`src/rtl/bus_par_pkg.sv`:
```
package bus_par_pkg;
  localparam int unsigned DATA_W     = 32;
  localparam int unsigned ADDR_W     = 8;
  localparam int unsigned NUM_AGENTS = 4;
  localparam int unsigned FLAG_LSB   = 16;
  localparam int unsigned NUM_INJ    = 4;
  localparam int unsigned CTRL_W     = NUM_INJ + 1;

  // Positions of control bits inside the control field
  typedef enum logic [2:0] {
    CB_PAR_EN    = 3'd0,
    CB_MST_ADDR  = 3'd1,
    CB_MST_WR    = 3'd2,
    CB_MEM_RD    = 3'd3,
    CB_BRIDGE_RD = 3'd4
  } ctrl_bit_e;
endpackage

```
`src/rtl/bpc_flags.sv`:
```
module bpc_flags #(
  parameter int unsigned N = 4
) (
  input  logic         clk,
  input  logic         rst_n,
  input  logic [N-1:0] set_i,
  input  logic         clr_i,
  output logic [N-1:0] flags_o
);
  for (genvar i = 0; i < N; i++) begin : g_flag
    // A new event has priority over the clear so no event is dropped
    always_ff @(posedge clk or negedge rst_n) begin
      if (!rst_n)        flags_o[i] <= 1'b0;
      else if (set_i[i]) flags_o[i] <= 1'b1;
      else if (clr_i)    flags_o[i] <= 1'b0;
    end

    // a pulse always leaves its flag set
    a_r6_pulse_sets: assert property (@(posedge clk) disable iff (!rst_n)
      set_i[i] |=> flags_o[i]);
    // a clear without a coinciding pulse empties the flag
    a_r5_clear: assert property (@(posedge clk) disable iff (!rst_n)
      (clr_i && !set_i[i]) |=> !flags_o[i]);
    // sticky without a clear
    a_r3_sticky: assert property (@(posedge clk) disable iff (!rst_n)
      (flags_o[i] && !clr_i) |=> flags_o[i]);
  end
endmodule

```
`src/rtl/bpc_ctrl.sv`:
```
module bpc_ctrl #(
  parameter int unsigned W = 5
) (
  input  logic         clk,
  input  logic         rst_n,
  input  logic         we_i,
  input  logic [W-1:0] wdata_i,
  output logic [W-1:0] ctrl_o
);
  always_ff @(posedge clk or negedge rst_n) begin
    if (!rst_n)    ctrl_o <= '0;
    else if (we_i) ctrl_o <= wdata_i;
  end

  // written value appears on the next cycle
  a_r2_write_loads: assert property (@(posedge clk) disable iff (!rst_n)
    we_i |=> ctrl_o == $past(wdata_i));
  // no write, no change
  a_r8_hold: assert property (@(posedge clk) disable iff (!rst_n)
    !we_i |=> $stable(ctrl_o));
endmodule

```
`src/rtl/bpc_readback.sv`:
```
module bpc_readback #(
  parameter int unsigned DATA_W   = 32,
  parameter int unsigned N        = 4,
  parameter int unsigned FLAG_LSB = 16,
  parameter int unsigned CTRL_W   = 5
) (
  input  logic              clk,
  input  logic              rst_n,
  input  logic              req_i,
  input  logic              hit_i,
  input  logic [N-1:0]      flags_i,
  input  logic [CTRL_W-1:0] ctrl_i,
  output logic [DATA_W-1:0] rdata_o,
  output logic              rvalid_o
);
  localparam logic [DATA_W-1:0] CTRL_MASK = DATA_W'((64'd1 << CTRL_W) - 64'd1);
  localparam logic [DATA_W-1:0] FLAG_MASK = DATA_W'(((64'd1 << N) - 64'd1) << FLAG_LSB);
  localparam logic [DATA_W-1:0] LIVE_MASK = CTRL_MASK | FLAG_MASK;

  logic [DATA_W-1:0] word;

  always_comb begin
    word = '0;
    word[CTRL_W-1:0] = ctrl_i;
    word[FLAG_LSB +: N] = flags_i;
  end

  always_ff @(posedge clk or negedge rst_n) begin
    if (!rst_n) begin
      rdata_o  <= '0;
      rvalid_o <= 1'b0;
    end else begin
      rvalid_o <= req_i;
      if (req_i) rdata_o <= hit_i ? word : '0;
    end
  end

  // response one cycle after each read, reserved bits zero
  a_r4_resp_timing: assert property (@(posedge clk) disable iff (!rst_n)
    req_i |=> rvalid_o);
  a_r4_reserved_zero: assert property (@(posedge clk) disable iff (!rst_n)
    rvalid_o |-> (rdata_o & ~LIVE_MASK) == '0);
  // a read elsewhere returns zero
  a_r8_miss_zero: assert property (@(posedge clk) disable iff (!rst_n)
    (req_i && !hit_i) |=> rdata_o == '0);
endmodule

```
`src/rtl/bus_parity_csr.sv`:
```
module bus_parity_csr
  import bus_par_pkg::*;
#(
  parameter logic [ADDR_W-1:0] REG_ADDR = 8'h96
) (
  input  logic                  clk,
  input  logic                  rst_n,
  input  logic                  reg_valid,
  input  logic                  reg_write,
  input  logic [ADDR_W-1:0]     reg_addr,
  input  logic [DATA_W-1:0]     reg_wdata,
  output logic [DATA_W-1:0]     reg_rdata,
  output logic                  reg_rvalid,
  input  logic [NUM_AGENTS-1:0] err_pulse,
  output logic                  par_en,
  output logic                  inj_mst_addr,
  output logic                  inj_mst_wr,
  output logic                  inj_mem_rd,
  output logic                  inj_bridge_rd
);
  logic                  hit, wr_hit, rd_hit, rd_req;
  logic [NUM_AGENTS-1:0] flags;
  logic [CTRL_W-1:0]     ctrl;
  logic                  unused_wdata;

  assign hit          = reg_valid && (reg_addr == REG_ADDR);
  assign wr_hit       = hit && reg_write;
  assign rd_hit       = hit && !reg_write;
  assign rd_req       = reg_valid && !reg_write;
  assign unused_wdata = ^reg_wdata[DATA_W-1:CTRL_W];

  bpc_flags #(.N(NUM_AGENTS)) u_flags (
    .clk(clk), .rst_n(rst_n), .set_i(err_pulse), .clr_i(rd_hit), .flags_o(flags)
  );

  bpc_ctrl #(.W(CTRL_W)) u_ctrl (
    .clk(clk), .rst_n(rst_n), .we_i(wr_hit),
    .wdata_i(reg_wdata[CTRL_W-1:0]), .ctrl_o(ctrl)
  );

  bpc_readback #(
    .DATA_W(DATA_W), .N(NUM_AGENTS), .FLAG_LSB(FLAG_LSB), .CTRL_W(CTRL_W)
  ) u_rb (
    .clk(clk), .rst_n(rst_n), .req_i(rd_req), .hit_i(hit),
    .flags_i(flags), .ctrl_i(ctrl), .rdata_o(reg_rdata), .rvalid_o(reg_rvalid)
  );

  assign par_en        = ctrl[CB_PAR_EN];
  assign inj_mst_addr  = ctrl[CB_MST_ADDR];
  assign inj_mst_wr    = ctrl[CB_MST_WR];
  assign inj_mem_rd    = ctrl[CB_MEM_RD];
  assign inj_bridge_rd = ctrl[CB_BRIDGE_RD];

  // writes never alter flags when no pulse arrives
  a_r7_write_keeps_flags: assert property (@(posedge clk) disable iff (!rst_n)
    (wr_hit && err_pulse == '0) |=> $stable(flags));
  // a miss read does not clear
  a_r8_miss_no_clear: assert property (@(posedge clk) disable iff (!rst_n)
    (reg_valid && !hit) |=> (flags & $past(flags)) == $past(flags));
endmodule

```
`config.mk`:
```
export PLATFORM = sky130hd
export DESIGN_NAME = bus_parity_csr
export DESIGN_NICKNAME = d
export VERILOG_FILES = /design/src/rtl/bus_par_pkg.sv /design/src/rtl/bpc_flags.sv /design/src/rtl/bpc_ctrl.sv /design/src/rtl/bpc_readback.sv /design/src/rtl/bus_parity_csr.sv
export SDC_FILE = /design/constraint.sdc
export NUM_CORES = 1
export LEC_CHECK = 0
export ABC_AREA = 1
export CAP_MARGIN = 10
export CORE_MARGIN = 4
export CORE_UTILIZATION = 33
export CTS_CLUSTER_SIZE = 28
export DETAILED_ROUTE_END_ITERATION = 10
export MAX_ROUTING_LAYER = met4
export PLACE_DENSITY = 0.85
export SLEW_MARGIN = 20
export SYNTH_ARGS = -nofsm -noshare
export SYNTH_HDL_FRONTEND = slang
export SYNTH_HIERARCHICAL = 1
export SYNTH_SLANG_ARGS = --single-unit
```
`constraint.sdc`:
```
create_clock -name clk -period 1.1 [get_ports clk]
set_clock_uncertainty 0.15 [all_clocks]
set_input_delay 0.22 -clock clk [delete_from_list [all_inputs] [get_ports clk]]
set_output_delay 0.22 -clock clk [all_outputs]
set_load 0.01 [all_outputs]
```
Yosys cells after proc, flatten, opt, wreduce, memory -nomap -nowiden
Index checks and enable logic that the tools add are counted.

Bits in read-only memories: 0. Output and inout bits: 38. Memories: 0. Memory bits (writable): 0. Input bits: 48. Bits in latches: 0. Register bits after elaboration: 42.

Multiplexer cells: 6. Div/mod/pow operators: 0. Magnitude comparators: 0. Shift operators: 0. $add $sub $neg: 0. Bitwise gates (word level): 0. Reductions and logical operators: 9. Eq/ne operators: 1. Multiply operators: 0.

Operators by type and width (count): $mux W20 (1); $eq A8 B8 Y1 const B (1); $reduce_bool A2 Y1 (4); $mux W1 (5); $logic_and A1 B1 Y1 (4); $logic_not A1 Y1 (1).

Logic depth before layout (Yosys ltp)
Gate-level depths: netlist of the first run.

Word-level depth: 5. Mapped depth: 8.

By module
Netlist of the first run, hierarchy kept.

Modules (own cells, without submodules): bpc_readback (area each 559.3 sq um, cells each 64, sequential area each 250.2 sq um, instances 1); bpc_ctrl (area each 185.2 sq um, cells each 21, sequential area each 125.1 sq um, instances 1); bpc_flags (area each 148.9 sq um, cells each 17, sequential area each 100.1 sq um, instances 1); bus_parity_csr (area each 61.3 sq um, cells each 14, sequential area each 0.0 sq um, instances 1).

Worst setup path before layout of the first run
OpenSTA, ideal clock, no wires.

Kind: input to register. From: input reg_addr[0]. To: register u_ctrl.ctrl_o[0]. Stages on the path: 8. Setup time: 0.117 ns. Data required time: 0.833 ns. Path slack: -0.081 ns. Arrival time: 0.915 ns. Path through: inv_1 > nand2_1 > nor2_1 > nand3_2 > nor2_1 > inv_2 > nand2_1 > nand2_1.

Word-level cells in the longest chain between the ends: 3.

Ends and longest elaborated chain: from (decl) (line bus_parity_csr.sv:10) `input logic [ADDR_W-1:0] reg_addr,`; $eq A8 B8 Y1 (line bus_parity_csr.sv:26) `assign hit = reg_valid && (reg_addr == REG_ADDR);`; $logic_and A1 B1 Y1 (line bus_parity_csr.sv:26); $logic_and A1 B1 Y1 (line bus_parity_csr.sv:27) `assign wr_hit = hit && reg_write;`; via wr_hit (line bus_parity_csr.sv:21) `logic hit, wr_hit, rd_hit, rd_req;`; to (signal assigned) (line bpc_ctrl.sv:12) `else if (we_i) ctrl_o <= wdata_i;`; to (decl) (line bpc_ctrl.sv:8) `output logic [W-1:0] ctrl_o`.

The timed path passes the listed nets, and every way through them passes these cells. A chain may end at the register's enable or synchronous reset.

Worst setup path in the final report of the first run
From: register u_ctrl.ctrl_o[4]. To: output inj_bridge_rd.

RTL lines: to (decl) (line bus_parity_csr.sv:19) `output logic inj_bridge_rd`.

No word-level cell between the ends.

==> impl.org, run 1 <==
** Clock network
- Clock sink count :: 19
- Htree depth :: 1
- Root buf cell :: clkbuf_4
- In this run, CTS created clock tree buffers numbering 3.
- Clock-pin slew on the worst setup and hold paths :: 0.10 ns
- Hold-fix buffer count after cts :: 0
- Max Buffers Root-to-Sink :: 2
- Clock latency on the worst-skew pair :: 0.29 ns
- TritonCTS built the clock tree.

** Critical path
- Worst path arrival time :: 0.84 ns
- In this run the worst path has a maximum fanout of 2.
- Endpoint of the worst-slack reg-to-reg timing path :: u_rb/rdata_o[0]$_DFFE_PN0P_
- Worst reg2reg path startpoint :: u_ctrl/ctrl_o[0]$_DFFE_PN0P_
- The worst setup path is launched from a register.
- The worst setup path is captured at an output port.
- The critical path is of the reg -> out type.
- For this run, the slowest stage of the critical path takes 0.41 ns.
- Cell chain of the critical path :: buf_2
- Worst endpoint required time :: 0.73 ns
- For the worst flop-to-flop path, the logic depth is 4.
- In this run the register-to-register setup slack is 0.06 ns.
- Broken down by cell family, the worst path's largest delay share belongs to flip-flops.
- Number of buffers and inverters on the critical path :: 1
- For this design, the slowest cell found on the critical path is dfrtp_1.

** GRT
- Number of antenna violations at the first check in global routing :: 0
- Total track usage :: 11.4%
- Grt total ovfl :: 0
- First-pass GRT wire length :: 3110 um
- The via count of the first global-routing pass was 760.
- Entering global routing, the biggest net connects 20 pins.

** Route
- Detail-routed net length per standard cell :: 10.2 um
- After detailed routing, the number of remaining DRC violations is 0.
- The first TritonRoute pass finished after 4 iterations.
- The detail route stage leaves a number of antenna-violating nets equal to 0.
- Vias per cell :: 4.13
- The routed layout has 830 vias.
- DRC marker count from the first detailed-route iteration :: 9
- For this block, the routed nets add up to 2060 um of wire.

** STA
- Number of hold violations in the final report :: 0
- Setup violations remaining at the end of the flow were counted as 15.
- The final critical path takes up 110% of the cycle.
- Accumulated negative setup slack :: -1.35 ns
- Maximum operating frequency :: 0.825 GHz
- Fin worst setup slack :: -0.112 ns
- Count of pins over their slew limit :: 0
- Unrepaired setup endpoints after global routing :: true
- Post-layout minimum cycle time :: 1.21 ns

** Finish
- Number of non-filler instances in the completed layout :: 201
- The final layout contains 219 nets.
- Leading cell type in the layout, fill and taps excluded :: nand2_1
- In the layout the commonest cells are nand2_1 (42), conb_1 (23), dfrtp_1 (19), buf_4 (16), buf_2 (13).
- Signed area change from the synthesized netlist to the final layout :: 42.1%
- The post-route netlist has 27.1% of its cells at a drive strength greater than 1.
- Antenna fix cells :: 0
- Cells fill 49.2% of the core in the end.

** Outcome
- Failing checks :: setup timing
- The run finished, with violations left.

** Synthesis
- Mean instance size in the synthesized netlist :: 8.23 sq um
- The synthesized netlist contains 12 unique library cells.
- During synthesis, Yosys emitted a total of 6 warnings.
- Synth Instances :: 116
- Cell types with the largest area share after synthesis :: dfrtp_1 (50%), buf_4 (18%), nand2_1 (17%), nand3_1 (4.7%), inv_1 (3.1%)
- Cell area after synthesis :: 955 sq um
- The share of the Yosys chip area taken by registers is 49.8%.
- Most area-hungry cell type in the Yosys netlist :: dfrtp_1
- The synthesized design contains 19 register bits.
- Of the post-synthesis cell area, the dominant cell type holds 49.8%.

** Floorplanning
- Core region area :: 2760 sq um
- Height of the die :: 61.8 um
- Full die area :: 3820 sq um
- Measured along the x axis, the die boundary spans 61.8 um.
- IO Count :: 86
- Initial core utilization :: 34.6%
- Floorplan row count :: 19

** Placed design
- Timing analysis after detailed placement gives a worst setup slack of -0.522 ns.
- The congestion estimate from routability-driven global placement came to 0.792.
- In this run, placement finished with an instance count of 194.
- Port buffering added 35 buffers.
- Hpwl dp :: 1740 um

** Power
- Peak supply drop :: 0.000451 V
- Power per unit of standard cell area :: 899 nW/um^2
- Summed over all cells, the static leakage comes to 0.825 nW.
- PnR Total Power :: 1.22 mW

** Flow run
- Reported max-cap violation count :: 0

** Hold path
- Class of the tightest hold or removal check :: in -> async
[Yosys cell counts]
library cell and instances:
inv_2 3, nand3_2 1, clkbuf_2 1, buf_6 1
conb_1 1, nor2_2 1, nand3_1 9, inv_1 8
nor2_1 5, dfrtp_1 19, nand2_1 44, buf_4 23
[state kept, by name, summed over array words and instances, names as in the netlist]
name             flops
u_rb/rdata_o         9
u_ctrl/ctrl_o        5
u_flags/flags_o      4
u_rb/rvalid_o        1
[final cells by class]
class                   instances  area (sq um)
multi-input cells              83           347
repair buffers                 53           428
well taps                      31          38.8
flip-flops and latches         19           475
inverters                      11          41.3
fillers                       277          1400
clock buffers                   4          26.3
[worst max-delay path by stage]
stage                                       startpoint                      endpoint  slack, ns  cells after the start
final                     u_ctrl/ctrl_o[4]$_DFFE_PN0P_                 inj_bridge_rd      -0.11                      1
after global routing      u_ctrl/ctrl_o[3]$_DFFE_PN0P_                    inj_mem_rd      -0.15                      1
after CTS                 u_ctrl/ctrl_o[4]$_DFFE_PN0P_                 inj_bridge_rd      -0.12                      1
after detailed placement                     reg_valid  u_ctrl/ctrl_o[3]$_DFFE_PN0P_      -0.52                      8
after global placement                     reg_addr[7]  u_ctrl/ctrl_o[2]$_DFFE_PN0P_      -0.46                      8
after floorplan                            reg_addr[0]  u_ctrl/ctrl_o[0]$_DFFE_PN0P_      0.005                      8
[metal layers]
metal / GRT usage (%) / wire length, um / up-vias
li1: - / - / 409
met1: 12.4 / 750 / 384
met2: 19.7 / 1160 / 34
met3: 1.65 / 133 / 3
met4: 6.67 / 19 / 0
met5: - / 0 / -
[report_power, final]
| part | internal, mW | switching, mW |
|---|---|---|
| clock | 0.141 | 0.195 |
| combinational | 0.0814 | 0.0932 |
| sequential | 0.705 | 0.00367 |
| total | 0.928 | 0.292 |
[worst register-to-register path, delay by kind of cell, from the launching register on]
family / cells / cell delay (ns)
DFF: 1 / 0.40
and+or+nand+nor: 2 / 0.13
buffers and inverters: 2 / 0.26
[logic make-up after synthesis]
kind of cell           synth area share [%]
AND/OR/NAND/NOR                        25.7
buffers and inverters                  24.1
flip-flops                             49.8
other                                 0.393
[repair_timing]
item                                    CTS  global route
gates resized for setup                  75             4
setup buffers                             0             3
endpoints found under the setup margin   33            21
pin swaps                                11             5
gates cloned                              0             0
[stage by stage]
| stage | area, sq um | hold WS [ns] |
|---|---|---|
| floorplan | 1040 | -0.226 |
| global placement | 1370 | 0.310 |
| detailed placement | 1370 | 0.318 |
| CTS | 1320 | 0.101 |
| global route | 1360 | 0.107 |
| finish | 1360 | 0.102 |
(Power assumes the default switching activity.)
==> run 2, diff against run 1 <==
- CORE_MARGIN: 4 -> 1
==> run 2 against run 1 <==
  * The flow still finishes with violations (setup timing)
  * Maximum frequency increased by 0.46%
  * Global-route usage increased by 1.6 points
  * Register-to-register slack improved by 0.03 ns
  * Flip-flop and latch count unchanged
  * Cell count increased by 1.5%
  * Sequential share of layout area decreased by 0.38 points
  * Core utilization increased by 0.54 points
  * Worst hold slack improved by 0.0075 ns
  * Final area increased by 1.1%
  * Power increased by 0.52%
  * Non-clock buffer count increased by 3
  * Critical path type unchanged
==> impl.org, run 2 (synthesis gave the netlist of run 1 again) <==
** Clock network
- Clock sink count :: 19 (unchanged)
- The level count of the clock H-tree came to 1 (unchanged).
- Clock latency on the worst-skew pair :: 0.29 ns (about the same)
- The clock buffer count from CTS came to 3 (unchanged).
- The tree is rooted in a clkbuf_4.
- TritonCTS clock tree :: done
- Clock-pin slew on the worst setup and hold paths :: 0.10 ns (about the same)
- The clock tree buffer depth is 2 (unchanged).

** Placed design
- The minimum setup slack after placement came to -0.500 ns (+0.0213 ns).
- Weighted congestion at the end of routability-driven global placement :: 0.763 (-3.7%)
- Hpwl dp :: 1430 um (-18%)
- Number of port buffers :: 35 (unchanged)
- Post-placement cell area :: 1370 sq um (unchanged)

** Critical path
- The highest fanout seen on the critical path was 2 (unchanged).
- Worst setup path endpoint :: reg_rdata[18]
- Worst endpoint required time :: 0.73 ns (about the same)
- Worst path arrival time :: 0.84 ns (about the same)
- The worst register-to-register path ends at u_rb/rdata_o[4]$_DFFE_PN0P_.
- Type of the worst setup path :: reg -> out
- Category of the worst setup path capture point :: output port
- FF-to-FF path depth :: 4 (unchanged)
- Startpoint type of the worst setup path :: register
- The most critical setup path has its startpoint at u_rb/rdata_o[18]$_DFFE_PN0P_.
- The setup slack of the most critical reg-to-reg path was 0.09 ns (+0.03 ns).
- The sum of buffers and inverters on the critical path was 1 (unchanged).
- On the critical path the largest part of the delay comes from flip-flops.
- The signal on the critical path passes through buf_2.
- The largest individual stage delay along the critical path comes from the cell dfrtp_1.
- Worst reg2reg path startpoint :: u_ctrl/ctrl_o[4]$_DFFE_PN0P_
- The logic depth of the worst setup path including buffers was 1 (unchanged).
- The largest incremental delay on the critical path is 0.40 ns (about the same).

** Power
- The maximum vdd drop came to 0.000553 V (+23%).
- Clock share of power :: 28.0% (+0.5 points)
- The internal power is 929 uW (+0.10%).
- Sequential share of power :: 57.8% (-0.3 points)
- Combinational share of power :: 14.2% (about the same)
- Net switching power :: 297 uW (+1.9%)
- Switching power share of the total :: 24.2% (+0.32 points)
- Power per unit of standard cell area :: 894 nW/um^2 (-0.58%)
- Static power due to leakage :: 0.847 nW (+2.7%)

** GRT
- The via count of the first global-routing pass was 766 (+0.79%).
- The number of antenna violations at the first check in global routing is 0 (unchanged).
- First-pass GRT wire length :: 3110 um (+0.19%)
- Total track usage :: 13.0% (+1.6 points)
- Maximum number of pins on one net before global-route repair :: 20 (unchanged)
- Grt total ovfl :: 0 (unchanged)

** Floorplanning
- Full die area :: 3110 sq um (-18%)
- The starting density of the core came to 34.6% (unchanged).
- The die span in x came to 55.8 um (-9.7%).
- Core region area :: 2760 sq um (unchanged)
- The count of boundary I/O pins is 86 (unchanged).
- The vertical die dimension is 55.8 um (-9.7%).
- The number of core rows is 19 (unchanged).

** Finish
- In the layout the commonest cells are nand2_1 (43), conb_1 (23), buf_4 (19), dfrtp_1 (19), buf_2 (15).
- Post-layout instance area :: 1370 sq um (+1.1%)
- The largest registers in the layout are u_rb/rdata_o: 9 flops, u_ctrl/ctrl_o: 5 flops, u_flags/flags_o: 4 flops.
- Signed area change from the synthesized netlist to the final layout :: 43.6%
- Top register by number of flip-flops :: u_rb/rdata_o
- Nets :: 222 (+1.4%)
- The layout cell share with drive strength beyond 1 was 28.3% (+1.3 points).
- The number of flip-flops in the largest register came to 9 (unchanged).
- Antenna fix cells :: 0 (unchanged)
- Leading cell type in the layout, fill and taps excluded :: nand2_1

** STA
- Count of final setup violators :: 15 (unchanged)
- Unrepaired setup endpoints after global routing :: true
- The shortest clock period the worst path allows after layout is 1.21 ns (-0.00553 ns).
- Count of pins over their slew limit :: 0 (unchanged)
- Accumulated negative setup slack :: -1.29 ns (+0.0573 ns)
- The count of final hold-check violations was 0 (unchanged).
- The setup slack after layout came to -0.107 ns (+0.00553 ns).
- Share of the clock period used by the worst path after layout :: 110% (-0.50 points)
- Maximum operating frequency :: 0.829 GHz (+0.46%)

** Flow run
- Reported max-cap violation count :: 0 (unchanged)

** Route
- Initial DRT Pass Iterations :: 4 (unchanged)
- The starting DRC count in detailed routing is 4 (-5).
- Remaining DRCs :: 0 (unchanged)
- Detail-routed net length per standard cell :: 8.86 um (-14%)
- The average vias per placed instance was 3.87 (-6.2%).
- Final wirelength :: 1810 um (-12%)
- Detailed-route via count :: 790 (-4.8%)
- The remaining number of nets flagged by the antenna check after routing is 0 (unchanged).

** Outcome
- Result of the run :: finished, violations left
- Failing checks :: setup timing

** Hold path
- Class of the tightest hold or removal check :: in -> async
[run 2: cell count changes in the layout (fill, tap and decap cells not counted), sizes merged]
cell           delta
buf               +3
dlygate4sd2       -2
clkdlybuf4s15     +1
dlymetal6s2s      +1
[run 2: area by class of cell]
type                       count  area (sq um)
fill                         286          1390
sequential                    19           475
multi-input combinational     83           347
timing repair buffer          56           443
inverter                      11          41.3
clock buffer                   4          26.3
tap                           31          38.8
[run 2: worst min-delay path by stage]
stage / end / slack, ns / depth (start not counted)
after floorplan: u_ctrl/ctrl_o[0]$_DFFE_PN0P_ / -0.23 / 0
after global placement: u_rb/rdata_o[4]$_DFFE_PN0P_ / 0.31 / 2
after detailed placement: u_flags/flags_o[0]$_DFFE_PN0P_ / 0.31 / 2
after CTS: u_rb/rdata_o[17]$_DFFE_PN0P_ / 0.11 / 2
after global routing: u_rb/rdata_o[17]$_DFFE_PN0P_ / 0.11 / 2
final: u_flags/flags_o[3]$_DFFE_PN0P_ / 0.11 / 2
[run 2: layer usage]
layer,vias up,wire (um),GRT usage (%)
met5,-,0,-
met3,2,87,1.40
li1,417,-,-
met2,31,896,20.5
met4,0,18,7.50
met1,340,805,16.3
[run 2: power by group through the flow]
stage	clock [mW]	sequential (mW)	combinational, mW
3_3_place_gp	0	0.722	0.186
5_1_grt	0.389	0.710	0.194
3_5_place_dp	0	0.723	0.187
2_1_floorplan	0	0.727	0.123
4_1_cts	0.351	0.709	0.172
6_report	0.343	0.709	0.174
[run 2: repair_timing]
| action | 4_1_cts | 5_1_grt |
|---|---|---|
| gates cloned | 0 | 0 |
| resized for setup | 74 | 4 |
| pin swaps | 9 | 6 |
| hold buffers | 0 | 0 |
| buffers inserted | 4 | 3 |
| endpoints found under the setup margin | 33 | 33 |
[run 2: metrics by stage]
step | cells | util [%] | power (mW) | hold WS [ns]
finish | 204 | 49.7 | 1.23 | 0.110
CTS | 202 | 48.9 | 1.23 | 0.107
detailed placement | 194 | 49.5 | 0.910 | 0.315
global route | 204 | 49.7 | 1.29 | 0.105
floorplan | 138 | - | 0.850 | -0.226
global placement | 194 | 49.5 | 0.909 | 0.315
==> run 3, diff against run 2 <==
- ABC_AREA: 1 -> not set
- CORE_UTILIZATION: 33 -> 35
- PLACE_DENSITY: 0.85 -> 0.86
- TNS_END_PERCENT: not set -> 5
==> run 3 against run 2 <==
  * The run still ends with setup timing left
  * Global-route usage is 1.8 points higher
  * Count of clock-buffer cells in the layout is 1 lower
  * Die area rose by 2.9%
  * Sequential power barely moved
  * Critical path type unchanged
  * Highest routed layer unchanged
==> impl.org, run 3 <==
** Finish
- Leading cell type in the layout, fill and taps excluded :: conb_1
- Total of fill cells in the finished design :: 235 (-18%)
- The net count of the finished layout came to 196 (-12%).
- The layout cell share with drive strength beyond 1 came to 49.0% (+21 points).
- Compared with the post-synthesis result, the final layout area differs by 42.2%.
- Antenna fix cells :: 0 (unchanged)
- The top cell types in the final layout, fill and taps aside, are conb_1 (23), dfrtp_1 (19), buf_2 (17), buf_4 (15), clkdlybuf4s50_1 (10).
- Top register by number of flip-flops :: u_rb/rdata_o
- Flip-flop count of the largest register, all copies and words added :: 9 (unchanged)
- In the final layout, the registers with the most flip-flops are u_rb/rdata_o: 9 flops, u_ctrl/ctrl_o: 5 flops, u_flags/flags_o: 4 flops.
- The number of standard cells in the final layout excluding fillers was 178 (-13%).

** Route
- DRC marker count from the first detailed-route iteration :: 10 (+6)
- Residual antenna-violating net count after detailed routing :: 0 (unchanged)
- Initial DRT Pass Iterations :: 2 (-2)
- Final wirelength :: 2090 um (+16%)
- Remaining DRCs :: 0 (unchanged)
- The wire length per cell after detailed routing was 11.7 um (+32%).
- The average vias per placed instance came to 4.40 (+14%).
- The overall via count from detail_route is 784 (-0.76%).

** Placed design
- Number of port buffers :: 35 (unchanged)
- The half-perimeter wire length after placement came to 1550 um (+8.7%).
- The placed instance count came to 167 (-14%).
- The final weighted congestion in routability-driven placement is 0.750 (-1.7%).

** Clock network
- The insertion delay of the later-clocked pin in the worst-skew pair was 0.30 ns (about the same).
- The TritonCTS sink count came to 19 (unchanged).
- TritonCTS clock tree :: done
- The clock tree buffer depth was 2 (unchanged).
- The level count of the clock H-tree is 1 (unchanged).
- The hold-fix buffer count after cts was 0 (unchanged).
- Clock-pin slew on the worst setup and hold paths :: 0.11 ns (about the same)
- Clock tree synthesis selected as its root buffer the cell clkbuf_4.
- The clock buffer count from CTS was 3 (unchanged).

** Synthesis
- The number of cells produced by synthesis came to 92 (-21%).
- Most area-hungry cell type in the Yosys netlist :: dfrtp_1
- The fraction of synthesis flops using an asynchronous set or reset pin was 100% (unchanged).
- The count of different cell masters after synthesis is 18 (+6).
- After synthesis, the cell types taking the most area are dfrtp_1 (46%), buf_4 (17%), o21ai_2 (7.6%), mux2_2 (5.4%), nand3_1 (3.8%).
- The synthesis warning total came to 6 (unchanged).
- Top cell types by occurrence after synthesis :: buf_4 (24), dfrtp_1 (19), inv_1 (9), o21ai_2 (9), nand3_1 (8)
- Portion of the post-synthesis area used by sequential elements :: 45.6% (-4.2 points)
- In the post-synthesis netlist, the cell with the most instances is buf_4.
- For this run, the leading register cell type out of synthesis is dfrtp_1.
- Area share of the largest cell type after synthesis :: 45.6% (-4.2 points)
- Register bit count reported by yosys :: 19 (unchanged)
- The number of enable-type register cells in the synthesized netlist came to 0 (unchanged).
- Mean instance size in the synthesized netlist :: 11.3 sq um (+38%)
- The post-synthesis instance area is 1040 sq um (+9.3%).

** Floorplanning
- IO Count :: 86 (unchanged)
- The starting density of the core is 37.5% (+2.9 points).
- The area of the die is 3200 sq um (+2.9%).
- Core region area :: 2780 sq um (+0.86%)
- Die Span X :: 56.6 um (+1.5%)
- Height of the die :: 56.6 um (+1.5%)
- Floorplan row count :: 19 (unchanged)

** Hold path
- Counting instances, the worst hold path has a depth of 3.
- The worst hold path begins at reg_write.
- The min-delay analysis places its worst path in the category in -> reg.
- Worst hold endpoint :: u_rb/rvalid_o$_DFF_PN0_

** Flow run
- The max capacitance violation total came to 0 (unchanged).

** Critical path
- STA classifies the critical path endpoint as an output port.
- The critical path goes through buf_2.
- CP max stage delay :: 0.41 ns (about the same)
- The data arrival time at the worst-slack endpoint was 0.85 ns (about the same).
- Startpoint type of the worst setup path :: register
- The setup slack of the most critical reg-to-reg path is -0.06 ns (-0.15 ns).
- Crit-path max FO :: 2 (unchanged)
- The data required time of the worst path is 0.73 ns (about the same).
- Number of buffers and inverters on the critical path :: 1 (unchanged)
- In this design, the largest share of critical-path delay is due to flip-flops.
- Type of the worst setup path :: reg -> out
- FF-to-FF path depth :: 3 (-1)
- Worst reg2reg path startpoint :: u_ctrl/ctrl_o[1]$_DFFE_PN0P_
- Slowest cell on the critical path :: dfrtp_1
- Endpoint of the worst-slack reg-to-reg timing path :: u_ctrl/ctrl_o[1]$_DFFE_PN0P_

** STA
- Maximum operating frequency :: 0.820 GHz (-1.1%)
- Count of final setup violators :: 28 (+13)
- Number of hold violations in the final report :: 0 (unchanged)
- The sum of negative setup slack is -1.97 ns (-0.683 ns).
- Post-layout minimum cycle time :: 1.22 ns (+0.0132 ns)
- Setup repair after global routing could not meet its margin everywhere.
- The setup slack after layout was -0.120 ns (-0.0132 ns).
- The number of pins exceeding their max-slew limit in the final report is 0 (unchanged).
- The fraction of the cycle the final worst path needs is 111% (+1.2 points).

** GRT
- The number of antenna violations at the first check in global routing was 0 (unchanged).
- The via count of the first global-routing pass was 787 (+2.7%).
- The total global routing track utilization came to 14.8% (+1.8 points).
- The largest net degree at the start of global routing is 20 (unchanged).
- First-pass GRT wire length :: 3620 um (+16%)
- The remaining global-route overflow was 0 (unchanged).

** Power
- Peak supply drop :: 0.000767 V (+39%)
- The leakage power came to 0.761 nW (-10%).
- The power density over the cells came to 865 nW/um^2 (-3.2%).

** Outcome
- Failing checks :: setup timing
- The run finished, with violations left.
run 3: cell count changes after synthesis, sizes merged, moves of 3 or more:
cell / delta
nand2b: +3
a21o: +4
nor2: -5
mux2: +5
o21ai: +9
nand2: -44
run 3: kinds of logic after synthesis:
logic type             count (synthesis)  synth area share (%)
AOI/OAI and AO/OA                     13                  10.4
buffers and inverters                 36                  23.9
DFF                                   19                  45.6
muxes                                  5                  5.40
other                                  1                 0.359
and+or+nand+nor                       18                  14.4
run 3: area by class of cell:
| type | instances | area (sq um) | share of cell area (%) |
|---|---|---|---|
| Inverter | 10 | 37.5 | 2.53 |
| Tap cell | 31 | 38.8 | 2.61 |
| Timing Repair Buffer | 55 | 442 | 29.8 |
| Sequential cell | 19 | 475 | 32.0 |
| Clock inverter | 1 | 5.00 | 0.337 |
| Multi-Input combinational cell | 59 | 463 | 31.2 |
| Clock buffer | 3 | 22.5 | 1.52 |
run 3: through the flow:
| step | hold WS, ns | instance area [sq um] | setup slack (ns) | power (mW) | util, % |
|---|---|---|---|---|---|
| finish | 0.0856 | 1480 | -0.120 | 1.28 | 53.4 |
| global route | 0.0900 | 1480 | -0.148 | 1.35 | 53.4 |
| CTS | 0.0922 | 1450 | -0.124 | 1.29 | 52.1 |
| detailed placement | 0.329 | 1440 | -0.822 | 0.942 | 51.7 |
| global placement | 0.315 | 1440 | -0.779 | 0.936 | 51.7 |
| floorplan | -0.226 | 1130 | -0.320 | 0.868 | - |
run 3: per-layer routing:
| metal | GRT usage [%] | share of wire [%] |
|---|---|---|
| met2 | 24.4 | 52 |
| met5 | - | 0 |
| met1 | 18.2 | 40 |
| met3 | 2.53 | 6.6 |
| met4 | 5.23 | 1.3 |
run 3: how the worst max path moves through the flow:
stage | from | endpoint | slack (ns) | depth (start not counted)
after detailed placement | reg_valid | u_ctrl/ctrl_o[4]$_DFFE_PN0P_ | -0.82 | 5
after CTS | u_ctrl/ctrl_o[4]$_DFFE_PN0P_ | inj_bridge_rd | -0.12 | 1
final | u_ctrl/ctrl_o[1]$_DFFE_PN0P_ | inj_mst_addr | -0.12 | 1
after floorplan | reg_addr[6] | u_ctrl/ctrl_o[0]$_DFFE_PN0P_ | -0.32 | 3
after global placement | reg_valid | u_ctrl/ctrl_o[4]$_DFFE_PN0P_ | -0.78 | 5
after global routing | u_ctrl/ctrl_o[4]$_DFFE_PN0P_ | inj_bridge_rd | -0.15 | 1
run 3: where the power goes:
part	switching, mW	total, mW	internal [mW]
Combinational	0.114	0.229	0.115
Clock	0.210	0.346	0.135
Sequential	0.00397	0.709	0.705
Total	0.328	1.28	0.956
run 3: timing repair:
item	CTS	global route
setup buffers	4	3
setup endpoints to repair	33	33
endpoints found under the hold margin	0	0
cloned	0	0
gates resized for setup	98	12
pin swaps	2	1
